File: src/rtl/pwmirq_pkg.sv
package pwmirq_pkg;
  localparam int DEF_DATA_W   = 16;
  localparam int DEF_CYC_W    = 12;
  localparam int DEF_INTV_W   = 4;
  localparam int DEF_INTV_LSB = 8;

  // Register selection on the write port
  typedef enum logic [1:0] {
    SEL_CTRL  = 2'd0,
    SEL_CYCLE = 2'd1,
    SEL_ICLR  = 2'd2,
    SEL_NONE  = 2'd3
  } reg_sel_e;
endpackage

File: src/rtl/pwmirq_regs.sv
module pwmirq_regs
  import pwmirq_pkg::*;
#(
  parameter int DATA_W   = DEF_DATA_W,
  parameter int CYC_W    = DEF_CYC_W,
  parameter int INTV_W   = DEF_INTV_W,
  parameter int INTV_LSB = DEF_INTV_LSB
) (
  input  logic              clk,
  input  logic              rst_n,
  input  logic              wr_en,
  input  logic [1:0]        wr_addr,
  input  logic [DATA_W-1:0] wr_data,
  output logic [CYC_W-1:0]  cyc_q,
  output logic [INTV_W-1:0] intv_q,
  output logic              cyc_wr,
  output logic              clr_wr
);
  localparam int INTV_MSB = INTV_LSB + INTV_W - 1;

  reg_sel_e sel;
  logic     ctrl_wr;

  assign sel     = reg_sel_e'(wr_addr);
  assign ctrl_wr = wr_en && (sel == SEL_CTRL);
  assign cyc_wr  = wr_en && (sel == SEL_CYCLE);
  assign clr_wr  = wr_en && (sel == SEL_ICLR);

  always_ff @(posedge clk) begin
    if (!rst_n) begin
      cyc_q  <= '0;
      intv_q <= '0;
    end else begin
      if (cyc_wr)  cyc_q  <= wr_data[CYC_W-1:0];
      if (ctrl_wr) intv_q <= wr_data[INTV_MSB:INTV_LSB];
    end
  end
endmodule

File: src/rtl/pwmirq_period.sv
module pwmirq_period #(
  parameter int CYC_W = 12
) (
  input  logic             clk,
  input  logic             rst_n,
  input  logic [CYC_W-1:0] cyc_q,
  input  logic             restart,
  output logic [CYC_W-1:0] pcnt,
  output logic             sample_wrap
);
  // Last tick index of a sample: cycle value minus one, modulo 2^CYC_W
  function automatic logic [CYC_W-1:0] last_tick(input logic [CYC_W-1:0] cyc);
    return cyc - 1'b1;
  endfunction

  assign sample_wrap = (pcnt == last_tick(cyc_q));

  always_ff @(posedge clk) begin
    if (!rst_n)           pcnt <= '0;
    else if (restart)     pcnt <= '0;
    else if (sample_wrap) pcnt <= '0;
    else                  pcnt <= pcnt + 1'b1;
  end
endmodule

File: src/rtl/pwmirq_accum.sv
module pwmirq_accum #(
  parameter int INTV_W = 4
) (
  input  logic              clk,
  input  logic              rst_n,
  input  logic [INTV_W-1:0] intv,
  input  logic              restart,
  input  logic              sample_wrap,
  output logic [INTV_W-1:0] scnt,
  output logic              fire
);
  localparam int SUM_W = INTV_W + 1;

  function automatic logic [SUM_W-1:0] bump(input logic [INTV_W-1:0] c);
    return {1'b0, c} + 1'b1;
  endfunction

  function automatic logic [INTV_W-1:0] settle(input logic [SUM_W-1:0] total,
                                               input logic [INTV_W-1:0] step,
                                               input logic              hit);
    logic [SUM_W-1:0] rem;
    rem = hit ? (total - {1'b0, step}) : total;
    return rem[INTV_W-1:0];
  endfunction

  logic [SUM_W-1:0] total;
  logic             active;

  assign total  = bump(scnt);
  assign active = sample_wrap && !restart && (intv != '0);
  assign fire   = active && (total >= {1'b0, intv});

  always_ff @(posedge clk) begin
    if (!rst_n)       scnt <= '0;
    else if (restart) scnt <= '0;
    else if (active)  scnt <= settle(total, intv, fire);
  end
endmodule

File: src/rtl/pwmirq_timer.sv
module pwmirq_timer
  import pwmirq_pkg::*;
#(
  parameter int DATA_W   = DEF_DATA_W,
  parameter int CYC_W    = DEF_CYC_W,
  parameter int INTV_W   = DEF_INTV_W,
  parameter int INTV_LSB = DEF_INTV_LSB
) (
  input  logic              clk,
  input  logic              rst_n,
  input  logic              wr_en,
  input  logic [1:0]        wr_addr,
  input  logic [DATA_W-1:0] wr_data,
  output logic              irq
);
  logic [CYC_W-1:0]  cyc_q;
  logic [INTV_W-1:0] intv_q;
  logic              cyc_wr;
  logic              clr_wr;
  logic [CYC_W-1:0]  pcnt;
  logic              sample_wrap;
  logic [INTV_W-1:0] scnt;
  logic              fire;
  logic              irq_q;

  pwmirq_regs #(
    .DATA_W(DATA_W), .CYC_W(CYC_W), .INTV_W(INTV_W), .INTV_LSB(INTV_LSB)
  ) u_regs (
    .clk(clk), .rst_n(rst_n), .wr_en(wr_en), .wr_addr(wr_addr),
    .wr_data(wr_data), .cyc_q(cyc_q), .intv_q(intv_q),
    .cyc_wr(cyc_wr), .clr_wr(clr_wr)
  );

  pwmirq_period #(.CYC_W(CYC_W)) u_period (
    .clk(clk), .rst_n(rst_n), .cyc_q(cyc_q), .restart(cyc_wr),
    .pcnt(pcnt), .sample_wrap(sample_wrap)
  );

  pwmirq_accum #(.INTV_W(INTV_W)) u_accum (
    .clk(clk), .rst_n(rst_n), .intv(intv_q), .restart(cyc_wr),
    .sample_wrap(sample_wrap), .scnt(scnt), .fire(fire)
  );

  // Set wins over clear when both land on one edge
  always_ff @(posedge clk) begin
    if (!rst_n)      irq_q <= 1'b0;
    else if (fire)   irq_q <= 1'b1;
    else if (clr_wr) irq_q <= 1'b0;
  end

  assign irq = irq_q;
endmodule

File: config.mk
export PLATFORM = sky130hd
export DESIGN_NAME = pwmirq_timer
export DESIGN_NICKNAME = d
export VERILOG_FILES = /design/src/rtl/pwmirq_pkg.sv /design/src/rtl/pwmirq_regs.sv /design/src/rtl/pwmirq_period.sv /design/src/rtl/pwmirq_accum.sv /design/src/rtl/pwmirq_timer.sv
export SDC_FILE = /design/constraint.sdc
export NUM_CORES = 1
export LEC_CHECK = 0
export BUFFER_PORTS_ARGS = -buffer_cell sky130_fd_sc_hd__buf_2
export CAP_MARGIN = 0
export CORE_ASPECT_RATIO = 1.4
export CORE_MARGIN = 2
export CORE_UTILIZATION = 40
export CTS_BUF_LIST = sky130_fd_sc_hd__clkbuf_4 sky130_fd_sc_hd__clkbuf_8 sky130_fd_sc_hd__clkbuf_16
export CTS_CLUSTER_SIZE = 28
export DETAILED_ROUTE_END_ITERATION = 7
export PLACE_DENSITY = 0.66
export SETUP_SLACK_MARGIN = 0.4
export SYNTH_ARGS = -nofsm -noshare
export SYNTH_HDL_FRONTEND = slang
export SYNTH_SLANG_ARGS = --single-unit
File: constraint.sdc
create_clock -name clk -period 2.6 [get_ports clk]
set_input_delay 0 -clock clk [delete_from_list [all_inputs] [get_ports clk]]
set_output_delay 0 -clock clk [all_outputs]
set_load 0.005 [all_outputs]
Word-level counts from Yosys, hierarchy flattened:

Index checks and enable logic that the tools add are counted.

* register bits after elaboration: 33
* input bits: 21
* output and inout port bits: 1
* logic and storage cells: 29

* $add $sub $neg: 4
* $lt $le $gt $ge: 1
* equality and inequality tests: 3
* mux-type cells: 3
* bitwise logic cells: 1
* reductions and logical operators: 12

Operators by type and width (count)
* 12-bit by 1-bit adder with 12-bit output, second input constant: 1
* 12-bit equality test: 1
* 12-bit by 1-bit subtractor with 12-bit output, second input constant: 1
* 1-bit logical AND: 6
* 4-bit by 1-bit adder with 5-bit output, second input constant: 1
* 5-bit by 4-bit greater-or-equal comparator with 1-bit output: 1
* 4-bit two-way mux: 1
* 4-bit nonzero test: 1
* 4-bit subtractor: 1
* 3-bit OR reduction: 1
* 2-bit by 1-bit equality test with 1-bit output, second input constant: 1
* 2-bit equality test, second input constant: 1
* 2-bit zero test: 1
* 1-bit two-way mux: 2
* 2-bit nonzero test: 1
* 2-bit OR reduction: 1
* 1-bit zero test: 1
* 1-bit NOT: 1

Depth between registers and ports, before layout:

* depth in word-level cells: 7
* mapped depth: 10
* gate-level depth less buffers: 10

Hierarchy:

A second synthesis with hierarchy kept.

* cell total of the unflattened synthesis: 253
* area total of the unflattened synthesis: 2189.6 um2

Modules (own cells, without submodules)
* pwmirq_period: times used 1, cells an instance 129, area each 1028.5 um2, seq. area each 240.2 um2
* pwmirq_regs: times used 1, cells an instance 69, area each 660.6 um2, seq. area each 320.3 um2
* pwmirq_accum: times used 1, cells an instance 52, area each 459.2 um2, seq. area each 80.1 um2
* pwmirq_timer: times used 1, cells an instance 3, area each 41.3 um2, seq. area each 20.0 um2

Least setup slack after synthesis:

OpenSTA, ideal clock, no wires.

* path kind: flip-flop to flip-flop
* start: register u_regs.cyc_q[2]
* end: register u_accum.scnt[2]
* setup time: 0.064 ns
* arrival: 2.466 ns
* path slack: 0.069 ns
* cell stages (with the launch flop): 9
* period minus slack after synthesis: 2.531 ns
* cell sequence: dfxtp_1 buf_6 or4_4 or4_1 a31o_1 a32oi_2 nand4_4 mux2_1 nor2_1

* longest elaborated chain between the ends: 6

RTL lines
* start, declared: line pwmirq_regs.sv:14 `output logic [CYC_W-1:0] cyc_q,`
* start signal, assigned: line pwmirq_regs.sv:34 `if (cyc_wr) cyc_q <= wr_data[CYC_W-1:0];`
* 12-bit by 1-bit subtractor with 12-bit output *: line pwmirq_period.sv:13 `return cyc - 1'b1;`
* 12-bit equality test *: line pwmirq_period.sv:16 `assign sample_wrap = (pcnt == last_tick(cyc_q));`
* 1-bit logical AND * (2 in a row): line pwmirq_accum.sv:30 `assign active = sample_wrap && !restart && (intv != '0);`
* 1-bit logical AND: line pwmirq_accum.sv:31 `assign fire = active && (total >= {1'b0, intv});`
* 4-bit two-way mux: line pwmirq_accum.sv:22 `rem = hit ? (total - {1'b0, step}) : total;`
* end signal, assigned: line pwmirq_accum.sv:36 `else if (active) scnt <= settle(total, intv, fire);`
* end, declared: line pwmirq_accum.sv:9 `output logic [INTV_W-1:0] scnt,`

Every way passes the cells marked *; elsewhere a longest branch is shown, timed or not.
A chain may end at the register's enable or synchronous reset.

Final worst setup path:

* start: register u_regs.cyc_q[3]
* end: register u_accum.scnt[2]

Same word-level chain as after synthesis.

==> impl_metrics.tcl <==
set metrics [dict create \
    status "completed" \
    coreArea_sq_mm 0.00480 \
    io_pins 22 \
    drive_gt1_share_pct 20.4 \
    synth-warning-count 0 \
    initial_core_util_pct 41.1 \
    nNetsFinal 307 \
    die_w_um 63.4 \
    fin_skew_ps 7.76 \
    switching_share_pct 25.2 \
    path_max_fanout 5 \
    ys_types 45 \
    overflow 0 \
    routed_wirelength_um 4270 \
    cp.arrival_ps 2560 \
    path_class "reg2reg" \
    grt_pass1_vias 1629 \
    cts_tree "yes" \
    clock-sinks 33 \
    clk_latency_ps 290 \
    p_clk_share_pct 37.6 \
    ys_seq_area_share_pct 33.5 \
    drt_iter0_drc 40 \
    total_power_mw 1.13 \
    routedWlPerCell_um 12.5 \
    rsz0062_at_grt "true" \
    finalHoldViolations 0 \
    power_density_mw_per_mm2 458 \
    area_delta_synth_final_pct 25.0 \
    vias 1684 \
    required_ps 2820 \
    final_common_cell "nand2_1" \
    ys_async_sr_fraction_pct 0 \
    cts_buffers 5 \
    viasPerCell 4.91 \
    grt_antenna_before_repair 0 \
    final-seq-area_sq_um 672 \
    multiInputGateArea_sq_mm 0.00127 \
    cts_htree_levels 2 \
    min_path_type "in2reg" \
    n_antenna_cell 0 \
    syn-num-nets 270 \
    ys_ff_latch 33 \
    drc 0 \
    period_needed_ps 2340 \
    place.gp.congestion 0.851 \
    slew_viol_final 0 \
    p_sw_uw 284 \
    start_kind "flip-flop" \
    hold_ws_ps 7.90 \
    setup_viol_count_final 0 \
    io_buffers 17 \
    leakage_nw 1.03 \
    grtUsageTotal_pct 16.8 \
    clockBufferDepth 2 \
    drtAntennaViolNets 0 \
    crit_path_end_kind "flip-flop" \
    syn-cell-area_sq_mm 0.00197 \
    clk_pin_slew_ps 70 \
    syn_area_per_cell_sq_um 8.19 \
    grt_pass1_wl_um 7360 \
    cts_root_buf "clkbuf_8" \
    worst_pin_slew_ps 831 \
    fin_tns_setup_ps 0 \
    intPower_uw 845 \
    ys.flop_type "dfxtp_1" \
    firstDrtPassIters 6 \
    rows 30 \
    power_frac_seq_pct 47.0 \
    dp_hpwl_um 3000 \
    slew_headroom_pct 44.4 \
    nFillCells 494 \
    grt_max_degree 21 \
    synth_edf_count 0 \
    utilization_pct 51.4 \
    max_freq_mhz 428 \
    synthCells 241 \
    fin_crit_sh_pct 89.9 \
    max-vdd-ir-drop_mv 0.444 \
    layout_common_cells "nand2_1 (34), dfxtp_1 (28), nor2_1 (24), buf_2 (17), xnor2_1 (14)" \
    fp.dieArea_sq_mm 0.00552 \
    die_h_um 87.1 \
    cap_viol_max_count 0 \
    p_comb_share_pct 15.4 \
]
==> synth_stat cells, types with 2 or more instances <==
cell type  number  area share [%]
nand2_1        34             6.5
dfxtp_1        33              33
nor2_1         24             4.6
xnor2_1        14             6.2
xor2_1         14             6.2
a21boi_0       13             4.9
nand3_1        13             3.3
inv_1          11             2.1
o21ai_0         8             2.0
a21oi_1         7             1.8
clkbuf_1        7             1.3
ha_1            7             4.4
nor3_1          7             1.8
and3_1          5             1.6
mux2i_1         4             2.0
nor2b_1         4             1.3
buf_2           2            0.51
mux2_1          2             1.1
nand2b_1        2            0.63
nor3b_1         2            0.76
o211ai_1        2            0.76
o21ai_1         2            0.51
or2_2           2            0.63
==> path summary, 6_finish.rpt <==
check | startpoint | endpoint | slack [ps] | cells after the start
setup / recovery | u_regs.cyc_q[3]$_SDFFE_PN0P_ | u_accum.scnt[2]$_SDFFE_PP0P_ | 260 | 7
hold / removal | wr_data[8] | u_regs.cyc_q[8]$_SDFFE_PN0P_ | 8 | 3
setup reg to reg | u_regs.cyc_q[3]$_SDFFE_PN0P_ | u_accum.scnt[2]$_SDFFE_PP0P_ | 260 | 7
hold reg to reg | u_regs.cyc_q[11]$_SDFFE_PN0P_ | u_regs.cyc_q[11]$_SDFFE_PN0P_ | 480 | 2
==> worst max-delay path: stages (launching register included) <==
cell and delay (ps):
dfxtp_4 350, or4_4 530, or4_1 410, a31o_1 190, a32oi_2 230, nand4_4 160, mux2_4 320, nor2_1 80
==> power groups by stage <==
stage / Combinational [mW] / Sequential [mW] / Clock (mW)
6_report: 0.174 / 0.531 / 0.424
5_1_grt: 0.195 / 0.532 / 0.455
4_1_cts: 0.170 / 0.531 / 0.437
3_5_place_dp: 0.152 / 0.544 / 0
3_3_place_gp: 0.150 / 0.543 / 0
2_1_floorplan: 0.113 / 0.538 / 0
==> cell type report <==
| type | count | share of cell area, % |
|---|---|---|
| Clock inverter | 1 | 0.203 |
| Sequential cell | 33 | 27.2 |
| Inverter | 11 | 1.67 |
| Tap cell | 64 | 3.25 |
| Clock buffer | 7 | 3.90 |
| Timing Repair Buffer | 40 | 12.1 |
| Multi-Input combinational cell | 187 | 51.7 |
==> sequential cells by signal (all words and copies together), names as in the netlist <==
signal,flops
u_accum.scnt,4
u_regs.intv_q,4
u_regs.cyc_q,12
irq,1
u_period.pcnt,12
==> stage by stage <==
| stage | std cells | setup WS [ps] | instance area [sq um] |
|---|---|---|---|
| floorplan | 241 | 328 | 1990 |
| global placement | 319 | 226 | 2170 |
| detailed placement | 319 | 150 | 2170 |
| CTS | 343 | 253 | 2440 |
| global route | 343 | 158 | 2470 |
| finish | 343 | 263 | 2470 |
==> per-layer routing <==
layer,up-vias,track usage (%),wire length [um]
met2,14,29.0,2130
met5,-,0,0
met1,767,20.5,2000
met4,0,5.34,57
met3,5,3.88,86
li1,898,-,-
==> timing repair <==
action	4_1_cts	5_1_grt
hold buffers	11	0
buffers inserted	5	0
pin swaps	3	1
gates cloned	0	0
gates resized for setup	5	5
endpoints found under the setup margin	16	17
endpoints found under the hold margin	14	0
==> logic make-up (layout without fill, tap and decap cells) <==
group	after synthesis	in the layout	share of synthesized area [%]
adders and majority gates	8	8	5.45
and+or+nand+nor	103	103	25.9
DFF	33	33	33.5
xor gates and xnor gates	28	28	12.4
muxes	7	7	3.74
AOI/OAI and AO/OA	41	41	14.6
buffers and inverters	21	59	4.50
Note: power is estimated with default switching activity, not from simulation.
